## src/rtl/cst_pkg.sv

```systemverilog
package cst_pkg;

    localparam int DATA_W = 32;
    localparam int ADDR_W = 8;

    typedef enum logic {
        ST_HALTED  = 1'b0,
        ST_RUNNING = 1'b1
    } run_state_t;

    typedef enum logic {
        MODE_TIMER   = 1'b0,
        MODE_COUNTER = 1'b1
    } cnt_mode_t;

    localparam logic [ADDR_W-1:0] A_START = 8'h00;
    localparam logic [ADDR_W-1:0] A_STOP  = 8'h04;
    localparam logic [ADDR_W-1:0] A_COUNT = 8'h08;
    localparam logic [ADDR_W-1:0] A_CLEAR = 8'h0C;
    localparam logic [ADDR_W-1:0] A_SHUT  = 8'h10;
    localparam logic [ADDR_W-1:0] A_CAP0  = 8'h40;
    localparam logic [ADDR_W-1:0] A_EVT0  = 8'h80;
    localparam logic [ADDR_W-1:0] A_SHORT = 8'hC0;
    localparam logic [ADDR_W-1:0] A_IESET = 8'hC4;
    localparam logic [ADDR_W-1:0] A_IECLR = 8'hC8;
    localparam logic [ADDR_W-1:0] A_MODE  = 8'hCC;
    localparam logic [ADDR_W-1:0] A_WIDTH = 8'hD0;
    localparam logic [ADDR_W-1:0] A_PRESC = 8'hD4;
    localparam logic [ADDR_W-1:0] A_CC0   = 8'hE0;

    localparam int STOP_SH_POS = 8;
    localparam int IE_POS      = 16;

    // Encoded width select: 0 -> 16, 1 -> 8, 2 -> 24, 3 -> 32 bits
    function automatic logic [DATA_W-1:0] width_mask(input logic [1:0] sel);
        logic [DATA_W-1:0] m;
        unique case (sel)
            2'd0: m = 32'h0000_FFFF;
            2'd1: m = 32'h0000_00FF;
            2'd2: m = 32'h00FF_FFFF;
            default: m = 32'hFFFF_FFFF;
        endcase
        return m;
    endfunction

endpackage

```

## src/rtl/cst_prescaler.sv

```systemverilog
module cst_prescaler #(
    parameter int PRESC_MAX = 9
) (
    input  logic       clk,
    input  logic       rst_n,
    input  logic       run,
    input  logic [3:0] presc,
    output logic       tick
);
    localparam int DIV_W = (PRESC_MAX > 0) ? PRESC_MAX : 1;
    localparam logic [DIV_W-1:0] ONE = DIV_W'(1);

    logic [DIV_W-1:0] div_q;
    logic [DIV_W-1:0] low_mask;

    always_comb low_mask = (ONE << presc) - ONE;

    always_ff @(posedge clk) begin
        if (!rst_n)      div_q <= '0;
        else if (!run)   div_q <= '0;
        else             div_q <= div_q + ONE;
    end

    assign tick = run && ((div_q & low_mask) == low_mask);
endmodule

```

## src/rtl/cst_channel.sv

```systemverilog
module cst_channel
    import cst_pkg::*;
(
    input  logic              clk,
    input  logic              rst_n,
    input  logic [DATA_W-1:0] mask,
    input  logic [DATA_W-1:0] cnt_now,
    input  logic [DATA_W-1:0] cnt_next,
    input  logic              advance,
    input  logic              cc_wr,
    input  logic [DATA_W-1:0] cc_wdata,
    input  logic              capture,
    input  logic              evt_clr,
    output logic [DATA_W-1:0] cc_val,
    output logic              evt,
    output logic              hit
);
    logic [DATA_W-1:0] cc_q;
    logic              evt_q;

    assign cc_val = cc_q & mask;
    assign hit    = advance && (cnt_next == cc_val);
    assign evt    = evt_q;

    always_ff @(posedge clk) begin
        if (!rst_n)       cc_q <= '0;
        else if (capture) cc_q <= cnt_now;
        else if (cc_wr)   cc_q <= cc_wdata & mask;
    end

    // a new match outranks a software clear in the same cycle
    always_ff @(posedge clk) begin
        if (!rst_n)       evt_q <= 1'b0;
        else if (hit)     evt_q <= 1'b1;
        else if (evt_clr) evt_q <= 1'b0;
    end
endmodule

```

## src/rtl/cst_run_fsm.sv

```systemverilog
module cst_run_fsm
    import cst_pkg::*;
(
    input  logic clk,
    input  logic rst_n,
    input  logic start_req,
    input  logic halt_req,
    output logic running
);
    run_state_t state_q, state_d;

    always_ff @(posedge clk) begin
        if (!rst_n) state_q <= ST_HALTED;
        else        state_q <= state_d;
    end

    always_comb begin
        state_d = state_q;
        unique case (state_q)
            ST_HALTED:  if (start_req && !halt_req) state_d = ST_RUNNING; // GO
            ST_RUNNING: if (halt_req)               state_d = ST_HALTED;  // HALT
            default:    state_d = ST_HALTED;
        endcase
    end

    always_comb begin
        running = (state_q == ST_RUNNING);
    end
endmodule

```

## src/rtl/cmpshort_timer.sv

```systemverilog
module cmpshort_timer
    import cst_pkg::*;
#(
    parameter int NUM_CH    = 4,
    parameter int PRESC_MAX = 9
) (
    input  logic              clk,
    input  logic              rst_n,
    input  logic              bus_valid,
    input  logic              bus_write,
    input  logic [ADDR_W-1:0] bus_addr,
    input  logic [DATA_W-1:0] bus_wdata,
    output logic [DATA_W-1:0] bus_rdata,
    output logic              irq
);
    localparam logic [3:0] PMAX = 4'(PRESC_MAX);

    cnt_mode_t         mode_q;
    logic [1:0]        width_q;
    logic [3:0]        presc_q;
    logic [NUM_CH-1:0] sh_clr_q;
    logic [NUM_CH-1:0] sh_stop_q;
    logic [NUM_CH-1:0] ie_q;
    logic [DATA_W-1:0] cnt_q;
    logic [DATA_W-1:0] rdata_q;

    logic [DATA_W-1:0] cnt_mask, cnt_eff, cnt_inc;
    logic [NUM_CH-1:0] evt_vec, hit_vec;
    logic [DATA_W-1:0] cc_vals [NUM_CH];
    logic              running, tick, advance, clr_hit, stop_hit;
    logic              wr, trig;
    logic              t_start, t_stop, t_count, t_clear, t_shut;
    logic [DATA_W-1:0] rd_val;

    assign wr      = bus_valid && bus_write;
    assign trig    = wr && bus_wdata[0];
    assign t_start = trig && (bus_addr == A_START);
    assign t_stop  = trig && (bus_addr == A_STOP);
    assign t_count = trig && (bus_addr == A_COUNT);
    assign t_clear = trig && (bus_addr == A_CLEAR);
    assign t_shut  = trig && (bus_addr == A_SHUT);

    assign cnt_mask = width_mask(width_q);
    assign cnt_eff  = cnt_q & cnt_mask;
    assign cnt_inc  = (cnt_eff + DATA_W'(1)) & cnt_mask;

    cst_prescaler #(.PRESC_MAX(PRESC_MAX)) u_presc (
        .clk   (clk),
        .rst_n (rst_n),
        .run   (running && (mode_q == MODE_TIMER)),
        .presc (presc_q),
        .tick  (tick)
    );

    // clear task suppresses the step entirely
    assign advance = !t_clear &&
                     ((running && (mode_q == MODE_TIMER) && tick) ||
                      (t_count && (mode_q == MODE_COUNTER)));

    genvar g;
    generate
        for (g = 0; g < NUM_CH; g++) begin : g_ch
            localparam logic [ADDR_W-1:0] CAP_A = A_CAP0 + ADDR_W'(4 * g);
            localparam logic [ADDR_W-1:0] EVT_A = A_EVT0 + ADDR_W'(4 * g);
            localparam logic [ADDR_W-1:0] CC_A  = A_CC0  + ADDR_W'(4 * g);
            cst_channel u_ch (
                .clk      (clk),
                .rst_n    (rst_n),
                .mask     (cnt_mask),
                .cnt_now  (cnt_eff),
                .cnt_next (cnt_inc),
                .advance  (advance),
                .cc_wr    (wr && (bus_addr == CC_A)),
                .cc_wdata (bus_wdata),
                .capture  (trig && (bus_addr == CAP_A)),
                .evt_clr  (wr && (bus_addr == EVT_A) && (bus_wdata == '0)),
                .cc_val   (cc_vals[g]),
                .evt      (evt_vec[g]),
                .hit      (hit_vec[g])
            );
        end
    endgenerate

    assign clr_hit  = |(hit_vec & sh_clr_q);
    assign stop_hit = |(hit_vec & sh_stop_q);

    cst_run_fsm u_fsm (
        .clk       (clk),
        .rst_n     (rst_n),
        .start_req (t_start && (mode_q == MODE_TIMER)),
        .halt_req  (t_stop || t_shut || stop_hit),
        .running   (running)
    );

    always_ff @(posedge clk) begin
        if (!rst_n)                 cnt_q <= '0;
        else if (t_clear || clr_hit) cnt_q <= '0;
        else if (advance)           cnt_q <= cnt_inc;
    end

    always_ff @(posedge clk) begin
        if (!rst_n) begin
            mode_q    <= MODE_TIMER;
            width_q   <= '0;
            presc_q   <= '0;
            sh_clr_q  <= '0;
            sh_stop_q <= '0;
            ie_q      <= '0;
        end else if (wr) begin
            unique case (bus_addr)
                A_MODE:  mode_q  <= cnt_mode_t'(bus_wdata[0]);
                A_WIDTH: width_q <= bus_wdata[1:0];
                A_PRESC: presc_q <= (bus_wdata[3:0] > PMAX) ? PMAX : bus_wdata[3:0];
                A_SHORT: begin
                    sh_clr_q  <= bus_wdata[0 +: NUM_CH];
                    sh_stop_q <= bus_wdata[STOP_SH_POS +: NUM_CH];
                end
                A_IESET: ie_q <= ie_q | bus_wdata[IE_POS +: NUM_CH];
                A_IECLR: ie_q <= ie_q & ~bus_wdata[IE_POS +: NUM_CH];
                default: ;
            endcase
        end
    end

    always_comb begin
        rd_val = '0;
        unique case (bus_addr)
            A_MODE:  rd_val[0] = mode_q;
            A_WIDTH: rd_val[1:0] = width_q;
            A_PRESC: rd_val[3:0] = presc_q;
            A_SHORT: begin
                rd_val[0 +: NUM_CH]           = sh_clr_q;
                rd_val[STOP_SH_POS +: NUM_CH] = sh_stop_q;
            end
            A_IESET, A_IECLR: rd_val[IE_POS +: NUM_CH] = ie_q;
            default: ;
        endcase
        for (int i = 0; i < NUM_CH; i++) begin
            if (bus_addr == A_EVT0 + ADDR_W'(4 * i)) rd_val = DATA_W'(evt_vec[i]);
            if (bus_addr == A_CC0 + ADDR_W'(4 * i))  rd_val = cc_vals[i];
        end
    end

    always_ff @(posedge clk) begin
        if (!rst_n)                       rdata_q <= '0;
        else if (bus_valid && !bus_write) rdata_q <= rd_val;
    end

    assign bus_rdata = rdata_q;
    assign irq       = |(evt_vec & ie_q);
endmodule

```

## config.mk

```make
export PLATFORM = sky130hd
export DESIGN_NAME = cmpshort_timer
export DESIGN_NICKNAME = d
export VERILOG_FILES = /design/src/rtl/cst_pkg.sv /design/src/rtl/cst_prescaler.sv /design/src/rtl/cst_channel.sv /design/src/rtl/cst_run_fsm.sv /design/src/rtl/cmpshort_timer.sv
export SDC_FILE = /design/constraint.sdc
export NUM_CORES = 1
export LEC_CHECK = 0
export CAP_MARGIN = 40
export CORE_ASPECT_RATIO = 1.5
export CORE_MARGIN = 2
export CORE_UTILIZATION = 35
export CTS_BUF_LIST = sky130_fd_sc_hd__clkbuf_4
export DETAILED_ROUTE_END_ITERATION = 6
export GPL_ROUTABILITY_DRIVEN = 0
export GPL_TIMING_DRIVEN = 0
export HOLD_SLACK_MARGIN = 0.12
export PLACE_DENSITY_LB_ADDON = 0.05
export RECOVER_POWER = 100
export SLEW_MARGIN = 20
export SYNTH_ARGS = -nofsm -noshare
export SYNTH_HDL_FRONTEND = slang
export SYNTH_HIERARCHICAL = 1
export SYNTH_SLANG_ARGS = --single-unit
```

## constraint.sdc

```tcl
create_clock -name clk -period 6.6 [get_ports clk]
set_clock_uncertainty 0.1 [all_clocks]
set_input_delay 0.99 -clock clk [delete_from_list [all_inputs] [get_ports clk]]
set_output_delay 0.99 -clock clk [all_outputs]
set_load 0.02 [all_outputs]
```

# Word-level counts from Yosys, hierarchy flattened
# Index checks and enable logic that the tools add are counted.
totals:
  elab_cells: 169
  output_inout_bits: 33
  in_bits: 44
  reg_bits: 225
op_classes:
  mux: 35
  reduce_logical: 65
  bitwise_logic: 17
  order_cmp: 1
  addsub: 3
  shifts: 1
  eq_ne: 29
op_table:
  columns: ["op", "count"]
  rows:
  - ["$mux 32", 15]
  - ["$and 32x32->32", 7]
  - ["$eq 32x32->1", 4]
  - ["$eq 8x8->1 const B", 14]
  - ["$pmux 32 s3", 1]
  - ["$logic_and 1x1->1", 35]
  - ["$add 32x1->32 const B", 1]
  - ["$eq 8x7->1 const B", 4]
  - ["$logic_not 32->1", 1]
  - ["$mux 20", 1]
  - ["$reduce_bool 2->1", 9]
  - ["$and 4x4->4", 4]
  - ["$eq 8x4->1 const B", 2]
  - ["$mux 4", 3]
  - ["$reduce_and 2->1", 6]
  - ["$reduce_or 4->1", 3]
  - ["$mux 1", 10]
  - ["$add 9x1->9 const B", 1]
  - ["$and 9x9->9", 1]
  - ["$eq 9x9->1", 1]
  - ["$shl 1x4->9 const A", 1]
  - ["$sub 9x1->9 const B", 1]
  - ["$eq 8x3->1 const B", 1]
  - ["$eq 8x5->1 const B", 1]
  - ["16 further kinds", 24]

# Logic depth before layout (Yosys ltp)
depth:
  ltp_word: 16
  ltp_mapped: 23
  ltp_nobuf: 18

# Cells and area by module
# The synthesis kept the hierarchy.
modules_own_cells:
  columns: ["mod", "cells_per_inst", "area_per_inst_um2", "seq_area_each_um2", "n_inst"]
  rows:
  - ["cst_channel", 287, 2223.4, 660.6, 4]
  - ["cmpshort_timer", 677, 5303.8, 1661.6, 1]
  - ["cst_prescaler", 75, 573.0, 180.2, 1]
  - ["cst_run_fsm", 3, 36.3, 20.0, 1]

# Worst setup path after synthesis
# No wires, ideal clock.
synth_path:
  path_type: "flip-flop to flip-flop"
  from: "register width_q[0]"
  to: "register cnt_q[27]"
  period_less_slack_ns: 4.870
  required_ns: 6.404
  stages_incl_launch_ff: 20
  setup_slack_ns: 1.730
  setup_ns: 0.096
  arrival_ns: 4.674
  path_buffers: 4
  path_cell_list: "dfxtp_1 -> buf_4 -> and2b_1 -> clkbuf_1 -> inv_1 -> clkbuf_1 -> and3_1 -> nand4_1 -> mux2i_1 -> xnor2_1 -> nand4_1 -> nor4_1 -> and4_1 -> a222oi_1 -> nand3_1 -> nand2b_1 -> bufbuf_16 -> nor2_1 -> a32oi_1 -> o41ai_2"
synth_between:
  elab_chain_len: 11
  elab_cells_between_ends: 23
  cone_classes: "1 x add/sub; 6 x eq/ne; 1 x mux; 7 x bitwise; 8 x reduce/logical"
synth_lines:
  columns: ["element", "line", "text"]
  rows:
  - ["start: declaration", "cmpshort_timer.sv:19", "logic [1:0] width_q;"]
  - ["start signal: assignment", "cmpshort_timer.sv:112", "A_WIDTH: width_q <= bus_wdata[1:0];"]
  - ["$eq 2x2->1 (tied with other cells)", "cst_pkg.sv:37", "unique case (sel)"]
  - ["$pmux 32 s3 (*)", "cst_pkg.sv:37", null]
  - ["via cnt_mask[10]", "cmpshort_timer.sv:27", "logic [DATA_W-1:0] cnt_mask, cnt_eff, cnt_inc;"]
  - ["$and 32x32->32 (*)", "cmpshort_timer.sv:44", "assign cnt_eff = cnt_q & cnt_mask;"]
  - ["$add 32x1->32 (*)", "cmpshort_timer.sv:45", "assign cnt_inc = (cnt_eff + DATA_W'(1)) & cnt_mask;"]
  - ["$and 32x32->32 (*)", "cmpshort_timer.sv:45", null]
  - ["via cnt_inc[20]", "cmpshort_timer.sv:27", null]
  - ["$eq 32x32->1 (*)", "cst_channel.sv:22", "assign hit = advance && (cnt_next == cc_val);"]
  - ["$logic_and 1x1->1 (*)", "cst_channel.sv:22", null]
  - ["via hit_vec[0]", "cmpshort_timer.sv:28", "logic [NUM_CH-1:0] evt_vec, hit_vec;"]
  - ["$and 4x4->4 (*)", "cmpshort_timer.sv:84", "assign clr_hit = |(hit_vec & sh_clr_q);"]
  - ["$reduce_or 4->1 (*)", "cmpshort_timer.sv:84", null]
  - ["$logic_or 1x1->1 (*)", "cmpshort_timer.sv:97", "else if (t_clear || clr_hit) cnt_q <= '0;"]
  - ["$reduce_or 2->1 (no line) (*)", null, null]
  - ["end signal: assignment", "cmpshort_timer.sv:98", "else if (advance) cnt_q <= cnt_inc;"]
  - ["end: declaration", "cmpshort_timer.sv:24", "logic [DATA_W-1:0] cnt_q;"]
# The timed path passes the listed nets; every way through them passes the cells marked *.
# A chain may end at the register's enable or synchronous reset.

# Worst setup path after layout
layout_path:
  from: "register cnt_q[0]"
  to: "register cnt_q[4]"
layout_between:
  elab_chain_len: 9
  elab_cells_between_ends: 15
  cone_classes: "1 x add/sub; 4 x eq/ne; 3 x bitwise; 7 x reduce/logical"
layout_lines:
  columns: ["element", "line"]
  rows:
  - ["$and 32x32->32", "cmpshort_timer.sv:44"]
  - ["$add 32x1->32", "cmpshort_timer.sv:45"]
  - ["$and 32x32->32", "cmpshort_timer.sv:45"]
  - ["via cnt_inc[22]", "cmpshort_timer.sv:27"]
  - ["$eq 32x32->1", "cst_channel.sv:22"]
  - ["$logic_and 1x1->1", "cst_channel.sv:22"]
  - ["via hit_vec[1]", "cmpshort_timer.sv:28"]
  - ["$and 4x4->4", "cmpshort_timer.sv:84"]
  - ["$reduce_or 4->1", "cmpshort_timer.sv:84"]
  - ["$logic_or 1x1->1", "cmpshort_timer.sv:97"]
  - ["$reduce_or 2->1 (no line)", null]
# The timed path passes the listed nets, and every way through them passes these cells.

==> impl_metrics.toml <==
[cells_and_area]
area_growth_pct = 18.39
fin_util_pct = 41.84
final_cell_area_um2 = 17530
final_nets = 2178
fillers = 4506
drive_above_1_share_pct = 11.32

[floorplanning]
die-area_um2 = 44000
ios = 77
start_util_pct = 35.34
row_count = 92
dieHeight_um = 255.9
die_w_um = 171.9
core_area_um2 = 41900

[yosys]
synth.most_common_cell = "dfxtp_1"
syn_area_um2 = 14810
synth_top_area_cell = "dfxtp_1"
ys_types = 82
ys_ff_latch = 225
synth_top_area_share_pct = 30.42
syn_area_per_cell_um2 = 7.781
synth-seq-area-share_pct = 30.42
synth_flop_cell = "dfxtp_1"
synth_area_leaders = "dfxtp_1 (30%), and2_1 (9.2%), xnor2_1 (8.6%)"
syn_inst = 1903
synth_edf_count = 0
synth_common_cells = "dfxtp_1 (225), and2_1 (218), nand2_1 (184)"
yosysWarnings = 6
ys_async_sr_fraction_pct = 0

[clock_tree]
numCtsBuffers = 68
hold_buffers = 0
htree_num_levels = 3
path_clk_slew_ns = 0.07
cts_sinks = 225
clockBufferDepth = 3
cts_tree = "done"
post_cts_buffers = 0
clkLatencyLatePin_ns = 0.79
root_buffer = "clkbuf_4"

[route]
final_antenna_net_count = 0
vias = 15550
detail_route.wl_per_cell_um = 26.38
finalWirelength_um = 72300
drt_first_pass_iters = 6
drc = 0
drt_iter0_markers = 1409
via_per_inst = 5.673

[setup_path]
startpoint_type = "flip-flop"
path_max_fanout = 10
reg2reg_from = "cnt_q[0]"
cp_data_arrival_time_ns = 7.06
crit_path_start = "cnt_q[0]"
crit_required_ns = 7.08
end_kind = "flip-flop"
critPathKind = "flip-flop to flip-flop"

[grt]
grt_util_all_layers_pct = 32.51
antenna_found_initial = 2
grt_start_max_net_pins = 74
grt_first_pass_wirelength_um = 102900
grt_overflow = 0
grt_pass1_vias = 15010

[place]
portBuffers = 75
dp_hpwl_um = 55090
placed_area_um2 = 16710
detailedPlace.worstSlack_ns = 0.1067

[power]
vdd.ir_drop.worst_mv = 0.08055
power_frac_seq_pct = 46.5
internal_power_mw = 2.137
clkPwrFrac_pct = 47.1
total_power_mw = 2.960
pwr-share-comb_pct = 6.4
switching_share_pct = 27.82
power.density_nw_per_um2 = 168.9
power.switching_mw = 0.8233
p_leak_nw = 6.221

[run]
cap_violations = 0

[timing]
rsz0062_at_grt = "no"
fin_ws_ns = 0.01582
worst_pin_slew_ns = 1.091
fin_tns_setup_ns = 0
min_period_over_period_pct = 99.76
slew_headroom_pct = 27.28
fmax_mhz = 151.9
period_needed_ns = 6.584
setup_viol = 0
final-hold-violation-count = 0
drv_slew = 0

[hold_path]
min-delay-path-class = "flip-flop to flip-flop"
hold_start = "bus_rdata[0]"

[status]
status = "finished clean"
[cell families (layout without fill, tap and decap cells)]
kind of cell	count (synthesis)	after routing	share of synthesized area (%)
multiplexers	18	18	1.251
flip-flops	225	225	30.42
buffers and inverters	135	343	3.955
AND/OR/NAND/NOR	869	869	34.07
XOR/XNOR	161	161	9.726
AO/OA/AOI/OAI	491	491	20.30
other	1	67	0.02533
adder cells (fa/ha/maj)	3	3	0.2535
[metrics by stage]
stage                     hold slack (ns)  instances
after floorplan                    0.3400       1966
after detailed placement           0.3697       2623
after global placement             0.3644       2605
final                              0.3788       2741
after global routing               0.4138       2741
after CTS                          0.3844       2736
[repair_timing]
item	in CTS	in global routing
gates resized for setup	0	1
endpoints found under the hold margin	0	0
endpoints found under the setup margin	0	10
[layout make-up]
| class | count | area (µm²) | share of cell area [%] |
|---|---|---|---|
| clock inverter | 9 | 35.03 | 0.1999 |
| clock buffer | 104 | 780.7 | 4.454 |
| tap | 564 | 705.7 | 4.026 |
| multi-input combinational | 1606 | 9972 | 56.89 |
| sequential | 225 | 4504 | 25.70 |
| antenna | 3 | 7.507 | 0.04283 |
| inverter | 15 | 56.30 | 0.3212 |
| buffer | 120 | 521.8 | 2.976 |
| timing repair buffer | 95 | 945.9 | 5.396 |
[registers in the layout, summed over array words and instances, names as in the netlist, named ones only]
name,flops
cnt_q,32
presc_q,4
sh_stop_q,4
g_ch.u_ch/cc_q,128
u_presc/div_q,9
width_q,2
bus_rdata,32
u_fsm/running,1
g_ch.u_ch/evt,4
mode_q,1
sh_clr_q,4
[cells in the final DEF (no fill, tap or decap), types with 5 or more instances in the layout]
master,count
clkbuf_1,94
inv_1,13
and4_1,6
conb_1,64
nand3_1,31
nor2_1,68
buf_1,9
dfxtp_1,225
a221oi_1,6
and2_1,132
nand4_1,37
o21a_1,6
and2_4,64
xnor2_2,5
nand2_1,184
clkbuf_4,105
o22ai_1,10
nor3_1,18
or3_1,10
nor2b_1,152
xnor2_1,145
a21oi_1,32
buf_2,18
a31oi_1,158
o21ai_0,179
nor4_1,21
mux2i_1,14
xor2_1,11
and2_0,86
a22oi_1,62
clkdlybuf4s50_1,36
dlygate4sd3_1,38
and3_1,15
clkinv_1,7
buf_6,6
o21ai_1,6
[worst max-delay path: stages (launching register included)]
cell	delay, ns
dfxtp_1	0.69
ha_1	0.30
nand3_1	0.32
nor2_1	0.61
and4_1	0.43
nand2_1	0.09
mux2_1	0.44
xnor2_1	0.61
nand4_1	0.38
nor4_1	0.48
and4_1	0.46
a222oi_1	0.14
nand3_1	0.16
nand2b_1	0.12
bufbuf_16	0.28
clkbuf_1	0.63
nor2_1	0.11
[routing by layer]
metal / up-vias / global-route usage (%) / part of all wire, %
met5: - / 0 / 0
met4: 0 / 23.48 / 8.9
met3: 237 / 5.072 / 6.7
met2: 738 / 52.04 / 46
met1: 7431 / 39.19 / 39
li1: 7143 / - / -
[path summary, 6_finish.rpt]
path	to	slack [ns]	depth (start not counted)
setup / recovery	cnt_q[4]	0.02	16
hold / removal	bus_rdata[0]	0.38	2
setup reg to reg	cnt_q[4]	0.02	16
hold reg to reg	bus_rdata[0]	0.38	2
[power groups by stage]
stage / Sequential, mW / Clock (mW) / Combinational, mW
floorplan: 1.42 / 0 / 0.0529
global placement: 1.41 / 0 / 0.186
finish: 1.38 / 1.39 / 0.189
global route: 1.38 / 1.49 / 0.196
CTS: 1.38 / 1.42 / 0.189
detailed placement: 1.41 / 0 / 0.188
(Power assumes the default switching activity.)
